File: src/rtl/clkreg_pkg.sv
// Shared constants, section type and address decode helpers for the
// sectioned clock register access controller.
// Assumes an 8-bit address and 8-bit data with 8-byte alarm and clock sections.
package clkreg_pkg;
    localparam int DW        = 8;
    localparam int AW        = 8;
    localparam int OFFW      = 3;
    localparam int SEC_BYTES = 1 << OFFW;
    localparam int CTL_BYTES = 4;
    localparam int CTLW      = $clog2(CTL_BYTES);
    localparam int NV_BYTES  = 2 * SEC_BYTES + CTL_BYTES;
    localparam int NVW       = $clog2(NV_BYTES);
    localparam int WEL_BIT   = 1;
    localparam int RWEL_BIT  = 2;

    localparam logic [AW-1:0] AL0_BASE = 8'h00;
    localparam logic [AW-1:0] AL1_BASE = 8'h08;
    localparam logic [AW-1:0] CTL_BASE = 8'h10;
    localparam logic [AW-1:0] RTC_BASE = 8'h30;
    localparam logic [AW-1:0] STS_ADDR = 8'h3F;

    typedef enum logic [2:0] {
        SEC_AL0, SEC_AL1, SEC_CTL, SEC_RTC, SEC_STS, SEC_NONE
    } sec_e;

    // Which section an address belongs to.
    function automatic sec_e sec_of(input logic [AW-1:0] a);
        sec_e s;
        s = SEC_NONE;
        if (a[AW-1:OFFW] == AL0_BASE[AW-1:OFFW])       s = SEC_AL0;
        else if (a[AW-1:OFFW] == AL1_BASE[AW-1:OFFW])  s = SEC_AL1;
        else if (a[AW-1:CTLW] == CTL_BASE[AW-1:CTLW])  s = SEC_CTL;
        else if (a[AW-1:OFFW] == RTC_BASE[AW-1:OFFW])  s = SEC_RTC;
        else if (a == STS_ADDR)                        s = SEC_STS;
        return s;
    endfunction

    // Number of bytes in a section.
    function automatic logic [OFFW:0] size_of(input sec_e s);
        logic [OFFW:0] n;
        case (s)
            SEC_AL0, SEC_AL1, SEC_RTC: n = (OFFW+1)'(SEC_BYTES);
            SEC_CTL:                   n = (OFFW+1)'(CTL_BYTES);
            SEC_STS:                   n = (OFFW+1)'(1);
            default:                   n = '0;
        endcase
        return n;
    endfunction

    // Byte offset of an address inside its section.
    function automatic logic [OFFW-1:0] offset_of(input logic [AW-1:0] a, input sec_e s);
        logic [OFFW-1:0] o;
        case (s)
            SEC_AL0, SEC_AL1, SEC_RTC: o = a[OFFW-1:0];
            SEC_CTL:                   o = OFFW'(a[CTLW-1:0]);
            default:                   o = '0;
        endcase
        return o;
    endfunction

    // Index into the internal alarm/control byte array.
    function automatic logic [NVW-1:0] nv_index(input sec_e s, input logic [OFFW-1:0] off);
        logic [NVW-1:0] idx;
        case (s)
            SEC_AL0: idx = NVW'(off);
            SEC_AL1: idx = NVW'(off) + NVW'(SEC_BYTES);
            SEC_CTL: idx = NVW'(off) + NVW'(2 * SEC_BYTES);
            default: idx = '0;
        endcase
        return idx;
    endfunction
endpackage

File: src/rtl/clkreg_ptr.sv
// Address pointer kept as (section, offset). It loads from a full address and
// steps with a wrap inside the current section. Assumes load and step are
// not asserted together; when they are, load wins.
module clkreg_ptr
    import clkreg_pkg::*;
(
    input  logic            clk,
    input  logic            rst_n,
    input  logic            load,
    input  logic [AW-1:0]   load_addr,
    input  logic            step,
    output sec_e            sec,
    output logic [OFFW-1:0] off
);
    logic [OFFW:0] sz;
    assign sz = size_of(sec);

    // Pointer register: load from address or advance with in-section wrap.
    always_ff @(posedge clk) begin
        if (!rst_n) begin
            sec <= SEC_AL0;
            off <= '0;
        end else if (load) begin
            sec <= sec_of(load_addr);
            off <= offset_of(load_addr, sec_of(load_addr));
        end else if (step && sec != SEC_NONE) begin
            if ({1'b0, off} + (OFFW+1)'(1) == sz) off <= '0;
            else                                  off <= off + OFFW'(1);
        end
    end


    ptr_in_section_chk: assert property (@(posedge clk) disable iff (!rst_n)
        (sec != SEC_NONE) |-> ({1'b0, off} < sz));
endmodule

File: src/rtl/clkreg_stage.sv
// Staging buffer for the bytes written in one operation. It records the data
// by section offset together with a written mask. Clear has priority over
// a write arriving in the same cycle.
module clkreg_stage #(
    parameter int DW = 8,
    parameter int NB = 8,
    localparam int OW = $clog2(NB)
) (
    input  logic                   clk,
    input  logic                   rst_n,
    input  logic                   clear,
    input  logic                   wr_en,
    input  logic [OW-1:0]          wr_off,
    input  logic [DW-1:0]          wr_data,
    output logic [NB-1:0][DW-1:0]  buf_data,
    output logic [NB-1:0]          buf_mask
);
    // Capture written bytes and track which offsets hold staged data.
    always_ff @(posedge clk) begin
        if (!rst_n) begin
            buf_data <= '0;
            buf_mask <= '0;
        end else if (clear) begin
            buf_mask <= '0;
        end else if (wr_en) begin
            buf_data[wr_off] <= wr_data;
            buf_mask[wr_off] <= 1'b1;
        end
    end


    stage_clear_chk: assert property (@(posedge clk) disable iff (!rst_n)
        $past(clear) |-> (buf_mask == '0));
endmodule

File: src/rtl/clkreg_wen.sv
// Two-step write-enable latch held in the status register. Register
// write-enable can rise only when write-enable was already set before the
// write. Assumes sts_wr pulses once per committed status byte.
module clkreg_wen (
    input  logic clk,
    input  logic rst_n,
    input  logic sts_wr,
    input  logic sts_wel_in,
    input  logic sts_rwel_in,
    output logic wel,
    output logic rwel
);
    // Update both enable bits from a committed status byte.
    always_ff @(posedge clk) begin
        if (!rst_n) begin
            wel  <= 1'b0;
            rwel <= 1'b0;
        end else if (sts_wr) begin
            wel  <= sts_wel_in;
            rwel <= sts_wel_in & sts_rwel_in & wel;
        end
    end


    rwel_needs_prior_wel_chk: assert property (@(posedge clk) disable iff (!rst_n)
        $rose(rwel) |-> $past(wel));


    rwel_implies_wel_chk: assert property (@(posedge clk) disable iff (!rst_n)
        rwel |-> wel);
endmodule

File: src/rtl/clkreg_access.sv
// Top of the sectioned clock register access controller. It tracks the
// operation, gates byte strobes by section rules, holds the alarm and
// control bytes, snapshots the clock at start and commits staged bytes at
// stop. Assumes the front end never raises start and stop in the same cycle.
module clkreg_access
    import clkreg_pkg::*;
(
    input  logic                    clk,
    input  logic                    rst_n,
    input  logic                    bus_start,
    input  logic                    bus_stop,
    input  logic                    addr_load,
    input  logic [7:0]              addr_in,
    input  logic                    wr_byte,
    input  logic [7:0]              wr_data,
    input  logic                    rd_byte,
    output logic [7:0]              rd_data,
    output logic                    rd_valid,
    input  logic [63:0]             rtc_now,
    output logic                    rtc_set,
    output logic [63:0]             rtc_set_data,
    output logic [7:0]              rtc_set_mask
);
    sec_e                              ptr_sec;
    logic [OFFW-1:0]                   ptr_off;
    logic [OFFW:0]                     ptr_size;
    logic [SEC_BYTES-1:0][DW-1:0]      stage_data;
    logic [SEC_BYTES-1:0]              stage_mask;
    logic [SEC_BYTES-1:0][DW-1:0]      snap_q;
    logic [NV_BYTES-1:0][DW-1:0]       nv_q;
    logic                              wel, rwel;
    logic                              op_active_q, op_dead_q, sts_used_q;
    logic                              byte_req, sts_extra, accept;
    logic                              commit_go, sts_commit, nv_commit, rtc_commit;
    logic [DW-1:0]                     rd_mux;

    assign ptr_size  = size_of(ptr_sec);
    assign byte_req  = wr_byte | rd_byte;
    assign sts_extra = (ptr_sec == SEC_STS) && sts_used_q;
    assign accept    = op_active_q && byte_req && !op_dead_q && !sts_extra
                       && (ptr_sec != SEC_NONE) && !bus_start && !addr_load;

    assign commit_go  = bus_stop && op_active_q && !bus_start && (stage_mask != '0);
    assign sts_commit = commit_go && (ptr_sec == SEC_STS);
    assign nv_commit  = commit_go && rwel &&
                        (ptr_sec == SEC_AL0 || ptr_sec == SEC_AL1 || ptr_sec == SEC_CTL);
    assign rtc_commit = commit_go && rwel && (ptr_sec == SEC_RTC);

    clkreg_ptr u_ptr (
        .clk       (clk),
        .rst_n     (rst_n),
        .load      (addr_load),
        .load_addr (addr_in),
        .step      (accept),
        .sec       (ptr_sec),
        .off       (ptr_off)
    );

    clkreg_stage #(.DW(DW), .NB(SEC_BYTES)) u_stage (
        .clk      (clk),
        .rst_n    (rst_n),
        .clear    (bus_start | addr_load),
        .wr_en    (accept & wr_byte),
        .wr_off   (ptr_off),
        .wr_data  (wr_data),
        .buf_data (stage_data),
        .buf_mask (stage_mask)
    );

    clkreg_wen u_wen (
        .clk         (clk),
        .rst_n       (rst_n),
        .sts_wr      (sts_commit),
        .sts_wel_in  (stage_data[0][WEL_BIT]),
        .sts_rwel_in (stage_data[0][RWEL_BIT]),
        .wel         (wel),
        .rwel        (rwel)
    );

    // Operation state: active window, termination and status byte use.
    always_ff @(posedge clk) begin
        if (!rst_n) begin
            op_active_q <= 1'b0;
            op_dead_q   <= 1'b0;
            sts_used_q  <= 1'b0;
        end else if (bus_start) begin
            op_active_q <= 1'b1;
            op_dead_q   <= 1'b0;
            sts_used_q  <= 1'b0;
        end else if (bus_stop) begin
            op_active_q <= 1'b0;
        end else begin
            if (op_active_q && byte_req && sts_extra) op_dead_q <= 1'b1;
            if (addr_load)                             sts_used_q <= 1'b0;
            else if (accept && ptr_sec == SEC_STS)     sts_used_q <= 1'b1;
        end
    end

    // Clock snapshot taken at every start.
    always_ff @(posedge clk) begin
        if (!rst_n)         snap_q <= '0;
        else if (bus_start) snap_q <= rtc_now;
    end

    // Alarm and control storage, written only by a permitted commit.
    always_ff @(posedge clk) begin
        if (!rst_n) begin
            nv_q <= '0;
        end else if (nv_commit) begin
            for (int i = 0; i < SEC_BYTES; i++) begin
                if (stage_mask[i] && ((OFFW+1)'(i) < ptr_size))
                    nv_q[nv_index(ptr_sec, OFFW'(i))] <= stage_data[i];
            end
        end
    end

    // Read source selection for the current pointer.
    always_comb begin
        case (ptr_sec)
            SEC_AL0, SEC_AL1, SEC_CTL: rd_mux = nv_q[nv_index(ptr_sec, ptr_off)];
            SEC_RTC:                   rd_mux = snap_q[ptr_off];
            SEC_STS: begin
                rd_mux           = '0;
                rd_mux[WEL_BIT]  = wel;
                rd_mux[RWEL_BIT] = rwel;
            end
            default:                   rd_mux = '0;
        endcase
    end

    // Registered read data and valid flag.
    always_ff @(posedge clk) begin
        if (!rst_n) begin
            rd_data  <= '0;
            rd_valid <= 1'b0;
        end else begin
            rd_valid <= accept && rd_byte;
            if (accept && rd_byte) rd_data <= rd_mux;
        end
    end

    // Clock load pulse with data and byte mask.
    always_ff @(posedge clk) begin
        if (!rst_n) begin
            rtc_set      <= 1'b0;
            rtc_set_data <= '0;
            rtc_set_mask <= '0;
        end else begin
            rtc_set <= rtc_commit;
            if (rtc_commit) begin
                rtc_set_data <= stage_data;
                rtc_set_mask <= stage_mask;
            end else begin
                rtc_set_mask <= '0;
            end
        end
    end


    rd_valid_src_chk: assert property (@(posedge clk) disable iff (!rst_n)
        rd_valid |-> $past(rd_byte));


    rtc_set_src_chk: assert property (@(posedge clk) disable iff (!rst_n)
        rtc_set |-> ($past(bus_stop) && $past(rwel)));


    rtc_set_pulse_chk: assert property (@(posedge clk) disable iff (!rst_n)
        rtc_set |=> !rtc_set);


    nv_hold_chk: assert property (@(posedge clk) disable iff (!rst_n)
        !$past(bus_stop) |-> $stable(nv_q));
endmodule

File: config.mk
export PLATFORM = sky130hd
export DESIGN_NAME = clkreg_access
export DESIGN_NICKNAME = d
export VERILOG_FILES = /design/src/rtl/clkreg_pkg.sv /design/src/rtl/clkreg_ptr.sv /design/src/rtl/clkreg_stage.sv /design/src/rtl/clkreg_wen.sv /design/src/rtl/clkreg_access.sv
export SDC_FILE = /design/constraint.sdc
export NUM_CORES = 1
export LEC_CHECK = 0
export CORE_MARGIN = 4
export CORE_UTILIZATION = 35
export CTS_CLUSTER_DIAMETER = 150
export CTS_CLUSTER_SIZE = 12
export DETAILED_ROUTE_END_ITERATION = 8
export GPL_ROUTABILITY_DRIVEN = 0
export HOLD_SLACK_MARGIN = 0.12
export PLACE_DENSITY = 0.53
export SLEW_MARGIN = 20
export SYNTH_ARGS = -nofsm -noshare
export SYNTH_HDL_FRONTEND = slang
export SYNTH_SLANG_ARGS = --single-unit
File: constraint.sdc
create_clock -name clk -period 4.7 [get_ports clk]
set_input_delay 0.47 -clock clk [delete_from_list [all_inputs] [get_ports clk]]
set_output_delay 0.47 -clock clk [all_outputs]
set_load 0.05 [all_outputs]
; ---- Yosys cells after proc, flatten, opt, wreduce, memory -nomap -nowiden
; Cells that the tools add are included.
[classes]
addsub = 4
multipliers = 0
div = 0
order_cmp = 27
n_eq_ne = 13
n_shift = 0
n_mux = 106
bitwise = 9
n_reduce_logical = 57
[ops]
columns = op, n
row1 = $mux W160, 22
row2 = $bwmux W160, 8
row3 = $demux W8 S5, 8
row4 = $mux W5, 25
row5 = $pmux W5 S3, 8
row6 = $mux W8, 11
row7 = $bwmux W64, 1
row8 = $lt A5 B6 Y1 const B, 9
row9 = $bmux W8 S5, 1
row10 = $ge A5 B1 Y1 const B, 8
row11 = $logic_and A1 B1 Y1, 35
row12 = $mux W3, 9
row13 = $bmux W8 S3, 1
row14 = $demux W8 S3, 1
row15 = $pmux W8 S3, 1
row16 = $lt A3 B4 Y1 const A, 4
row17 = $eq A3 B2 Y1 const B, 4
row18 = $pmux W4 S3, 1
row19 = $pmux W5 S2, 1
row20 = $reduce_or A3 Y1, 3
row21 = $eq A8 B6 Y1 const B, 1
row22 = $lt A1 B4 Y1 const A, 2
row23 = $lt A2 B4 Y1 const A, 2
row24 = $or A8 B8 Y8, 1
row25 = other kinds (27), 49
[totals]
ff_bits = 389
latchBits = 0
mem_bits_rw = 0
mem_bits_ro = 0
input_bits = 87
out_inout_bits = 82
wordCells = 265
mem_count = 0

; ---- Longest topological paths before layout
[logic_depth]
word_depth = 42
mapped_depth = 10
depth_no_buf = 6

; ---- Modules after synthesis
; A second synthesis with hierarchy kept.
[unflattened]
hier_cells = 1817
hier_area_um2 = 16408.2
[modules_own_cells]
columns = mod, n_inst, cells_per_inst, area_per_inst_um2, seq_area_each_um2
row1 = clkreg_access, 1, 1502, 13294.0, 6185.9
row2 = clkreg_stage, 1, 254, 2630.0, 1441.4
row3 = clkreg_ptr, 1, 54, 407.9, 120.1
row4 = clkreg_wen, 1, 7, 76.3, 40.0

; ---- Least setup slack after synthesis
; No wires, ideal clock.
[synth_timing]
path_type = input to register
from = input bus_start
to = register nv_q[128] in the netlist's numbering
setup_ps = 128
arrival_ps = 2119
required_ps = 4572
setup_slack_ps = 2454
path_stages = 9
path_buffers = 3
cell_sequence = clkbuf_1 > nand3b_1 > a2111oi_2 > and2_1 > clkbuf_1 > and3_1 > buf_2 > mux2i_1 > nor2_1
[synth_via]
elab_chain_cells = 5
[synth_lines]
columns = item, line
row1 = "start, declared", clkreg_access.sv:10  ; input logic bus_start,
row2 = $logic_not A1 Y1, clkreg_access.sv:43  ; assign commit_go = bus_stop && op_active_q && !bus_start && (stage_mask != '0);
row3 = $logic_and A1 B1 Y1 (2 in a row), clkreg_access.sv:43
row4 = $logic_and A1 B1 Y1 (2 in a row), clkreg_access.sv:45  ; assign nv_commit = commit_go && rwel &&
row5 = "end signal, assigned by index", clkreg_access.sv:112  ; nv_q[nv_index(ptr_sec, OFFW'(i))] <= stage_data[i];
row6 = "end, declared", clkreg_access.sv:30  ; logic [NV_BYTES-1:0][DW-1:0] nv_q;
; No other way between the ends.
; A chain may end at the register's enable or synchronous reset.

; ---- Worst setup path in the final report
[layout_timing]
from = register u_ptr.sec[0]
to = register nv_q[115] in the netlist's numbering
[layout_via]
elab_chain_cells = 39
elab_cells_between_ends = 128
classes_between = order compare (24) / eq/ne (4) / mux (79) / reduce/logical (21)
[layout_lines]
columns = item, line
row1 = "start, declared", clkreg_ptr.sv:12  ; output sec_e sec,
row2 = "start signal, assigned", clkreg_ptr.sv:24  ; sec <= sec_of(load_addr);
row3 = $eq A3 B2 Y1 or $eq A3 B1 Y1 (tied branches), "clkreg_pkg.sv:41, clkreg_pkg.sv:64, clkreg_access.sv:46"
row4 = $pmux W5 S2, clkreg_pkg.sv:64  ; case (s)
row5 = $mux W5, clkreg_access.sv:111  ; if (stage_mask[i] && ((OFFW+1)'(i) < ptr_size))
row6 = $mux W5, clkreg_access.sv:109  ; end else if (nv_commit) begin
row7 = $mux W5, clkreg_access.sv:107  ; if (!rst_n) begin
row8 = $lt A5 B6 Y1 (not written as such) or $ge A5 B1 Y1 (tied branches), clkreg_access.sv:112
row9 = $logic_and A1 B1 Y1 (not written as such), clkreg_access.sv:112
row10 = $mux W8 (not written as such), clkreg_access.sv:112
row11 = [... 23 more ...], n/a
row12 = $mux W160, clkreg_access.sv:109
row13 = $mux W160, clkreg_access.sv:107
row14 = $bwmux W160, clkreg_access.sv:112
row15 = $mux W160, clkreg_access.sv:111
row16 = $mux W160, clkreg_access.sv:109
row17 = $mux W160, clkreg_access.sv:107
row18 = $bwmux W160, clkreg_access.sv:112
row19 = $mux W160, clkreg_access.sv:111
; Parallel ways exist; a longest one is shown, timed or not. The select of a mux whose other input is x is not followed.

==> results.tsv <==
stage	metric	value	unit
status	outcome	finished clean	
place	sum_of_net_half_perimeters_after_detailed_placement	39.4	mm
power_and_ir_drop	clockPowerShare	41.7	%
timing	drv_slew	0	
cts	clock_tree.root_cell	sky130_fd_sc_hd__clkbuf_16	
critical_path	path_buf_inv	2	
routing	route.antenna.remaining_nets	0	
routing	detailed_router_iteration_count_before_antenna_repair	6	
cts	clkSinkCount	389	
finish	final_design_area_no_fill	0.0194	mm^2
critical_path	worst_path_max_delay_cell	sky130_fd_sc_hd__a2111o_1	
critical_path	cp-start-kind	register	
routing	dr_total_vias	14100	
critical_path	worstPathCellList	buf_4 > a21o_1 > a2111o_1 > nor2_4 > buf_4 > nand2_1 > nand2_1 > a21oi_1	
floorplanning	ioPinCount	169	
timing	rsz0062_at_grt	false	
cts	cts-htree-levels	2	
critical_path	critPathTopFamily	compound AO/OA/AOI/OAI gates	
global_route	first_pass_grt_wire_length	86.9	mm
timing	finClkSkew	17.0	ps
logic_synthesis	synth-main-ff-cell	sky130_fd_sc_hd__dfxtp_1	
power_and_ir_drop	portion_of_total_power_attributed_to_combinational_logic	6.6	%
cts	numCtsBuffers	38	
cts	post_cts_resize_count	0	
logic_synthesis	per_instance_average_area_after_synthesis	8.62	um^2
power_and_ir_drop	seqPwrFrac	51.7	%
routing	via_density	5.47	
finish	final_core_utilization	42.5	%
critical_path	critical_path_arrival	3730	ps
routing	drtIter0Drc	1304	
run	maxCapViolations	0	
place	count_of_port_buffers_added_during_placement	168	
timing	post-route-period-util	71.1	%
logic_synthesis	yosys-top-cells-area	sky130_fd_sc_hd__dfxtp_1 48%, sky130_fd_sc_hd__mux2i_1 12%, sky130_fd_sc_hd__a21oi_1 7.4%	
global_route	grt_start_max_net_pins	152	
cts	cts.hold.buffers_added	0	
finish	area_delta_synth_final	19.2	%
power_and_ir_drop	internal_power	0.00497	W
cts	clk_transition_reported_paths	70	ps
timing	setup_viol_count_final	0	
logic_synthesis	yosysTopAreaCellShare	47.8	%
logic_synthesis	synthDominantAreaCellType	sky130_fd_sc_hd__dfxtp_1	
power_and_ir_drop	vdd_drop_max	205	uV
logic_synthesis	synth_sequential_area_ratio	47.8	%
cts	post-cts-setup-buffers	0	
critical_path	required_time_at_the_worst_slack_endpoint	5090	ps
routing	detailed_route_wire_length	57.0	mm
logic_synthesis	netlist-cell-type-count	63	
critical_path	critical_path.max_fanout	47	
floorplanning	dieHeight	224	um
logic_synthesis	synth.cell_area	0.0163	mm^2
power_and_ir_drop	total_leakage_power	6.64	nW
floorplanning	design.core.area	0.0457	mm^2
timing	tightest_pin_transition	1070	ps
floorplanning	chipWidth	224	um
logic_synthesis	edff_count_synth	0	
global_route	number_of_antenna_violations_at_the_first_check_in_global_routing	1	
floorplanning	initial_utilization	35.7	%
timing	timing.max_slew.rel_slack	28.7	%
logic_synthesis	postSynth.asyncResetShare	0	%
routing	drt_drc_violations_left	0	
critical_path	critical_path.endpoint_type	register	
timing	totalNegativeSetupSlack	0	ps
logic_synthesis	synth.yosys.warnings	0	
cts	worstSkewPairLatency	560	ps
timing	max_freq	299	MHz
floorplanning	floorplan.rows	78	
logic_synthesis	number_of_nets_in_the_synthesized_netlist	1979	
logic_synthesis	yosys_register_bits	389	
cts	cts_tree	done	
hold_path	hold_path.class	in2reg	
power_and_ir_drop	netSwitchingFraction	23.6	%
timing	hold_viol	0	
timing	min_period	3340	ps
power_and_ir_drop	power.switching	0.00154	W
power_and_ir_drop	cellPowerDensity	335	mW/mm^2
finish	nNetsFinal	2071	
global_route	gr-total-overflow	0	
finish	drive_above_1_share	6.30	%
cts	clk_path_buf_depth	3	
floorplanning	design.die.area	0.0501	mm^2
global_route	track_usage	22.1	%
power_and_ir_drop	power_total	0.00651	W
critical_path	ff2ff_setup_slack	1360	ps
global_route	first_global_vias	13700	
logic_synthesis	syn-instance-count	1891	
place	dpl_cell_area	0.0184	mm^2
routing	wire_per_inst	22.1	um
critical_path	category_of_the_critical_setup_timing_path	reg2reg	
finish	num_antenna_cells	0	
critical_path	cp_slowest_stage_delay	670	ps
## flip-flops by register name, summed over array words and instances (netlist names)
register	cells
nv_q	160
op_active_q	1
op_dead_q	1
rd_data	8
rd_valid	1
rtc_set	1
rtc_set_data	64
rtc_set_mask	8
snap_q	64
sts_used_q	1
u_ptr.off	3
u_ptr.sec	3
u_stage.buf_data	64
u_stage.buf_mask	8
u_wen.rwel	1
u_wen.wel	1
## power groups by stage
stage	clock network, W	logic [W]	registers, W
floorplan	0	0.000251	0.00342
global placement	0	0.000425	0.00344
detailed placement	0	0.000426	0.00344
CTS	0.00279	0.000428	0.00337
global route	0.00291	0.000460	0.00337
finish	0.00272	0.000430	0.00337
## worst reg2reg max path, delay by kind of cell, from the launching register on
family,cells,cell delay [ps]
compound gates,3,1180
buf+inv,2,740
flops,1,300
simple gates,3,960
## per-layer routing
layer  global-route usage [%]  share of wire [%]  vias up
met3                     3.79                6.2       95
met5                        0                  0        -
met4                     6.62                3.0        0
met1                     32.3                 47     6807
met2                     33.7                 44      513
li1                         -                  -     6724
## synthesized netlist by cell type (all sizes together), types with 3 or more instances
cell     instances
o31ai            4
o211ai           4
dfxtp          389
mux4            15
clkbuf         113
a31oi            7
nor4             4
nand2b           6
o311ai           3
nor2           224
a211oi          16
nor2b           10
o21a            11
mux2             9
a22oi            5
buf             36
nand4           11
nor3b            3
a2bb2oi         11
and2             3
and3            12
a21oi          240
o221ai           6
o22ai           13
nand3          127
o32ai            4
nand2          323
mux2i          200
a221oi           3
clkinv           4
a32oi            3
nor3             8
inv              8
o21ai           26
## per-stage QoR
step / std cells / setup WS, ps / hold slack [ps]
floorplan: 1891 / 2450 / 432
global placement: 2543 / 1340 / 440
detailed placement: 2543 / 1270 / 446
CTS: 2585 / 1430 / 204
global route: 2585 / 1140 / 214
finish: 2585 / 1360 / 221
## path summary, 6_finish.rpt
path	start	end	cells after the start
setup / recovery	u_ptr.sec[0]	nv_q[115]	8
hold / removal	bus_start	op_active_q	3
setup reg to reg	u_ptr.sec[0]	nv_q[115]	8
hold reg to reg	rtc_set_data[63]	rtc_set_data[63]	2
## layout make-up
cell class | count | area, um^2
Clock buffer | 40 | 980
Clock inverter | 2 | 17.5
Fill cell | 4600 | 26200
Inverter | 12 | 52.6
Multi-Input combinational cell | 1341 | 7880
Sequential cell | 389 | 7790
Tap cell | 600 | 751
Timing Repair Buffer | 201 | 1950
## cells by family (layout without fill, tap and decap cells)
logic type               Yosys count  after routing  synth area share (%)
AO/OA/AOI/OAI                    376            376                  13.6
flip-flops                       389            389                  47.8
XOR/XNOR                           2              2                 0.108
multiplexers                     224            224                  15.0
buffers and inverters            161            255                  3.88
AND/OR/NAND/NOR                  738            738                  19.6
adder cells (fa/ha/maj)            1              1                0.0768
## cells in the final DEF, fill, tap and decap left out, types with 11 or more instances in the layout
cell type	synthesis	routed
sky130_fd_sc_hd__nand3_1	127	126
sky130_fd_sc_hd__mux2i_1	200	200
sky130_fd_sc_hd__o21a_1	11	11
sky130_fd_sc_hd__a2bb2oi_1	11	11
sky130_fd_sc_hd__a211oi_1	16	16
sky130_fd_sc_hd__nor2_1	215	215
sky130_fd_sc_hd__buf_4	2	32
sky130_fd_sc_hd__clkbuf_16	0	39
sky130_fd_sc_hd__mux4_2	15	15
sky130_fd_sc_hd__a21oi_1	240	240
sky130_fd_sc_hd__o22ai_1	13	13
sky130_fd_sc_hd__dfxtp_1	389	386
sky130_fd_sc_hd__nand2_1	319	319
sky130_fd_sc_hd__clkdlybuf4s50_1	0	167
sky130_fd_sc_hd__o21ai_0	26	26
sky130_fd_sc_hd__and3_1	12	11
Note: power is estimated with default switching activity, not from simulation.
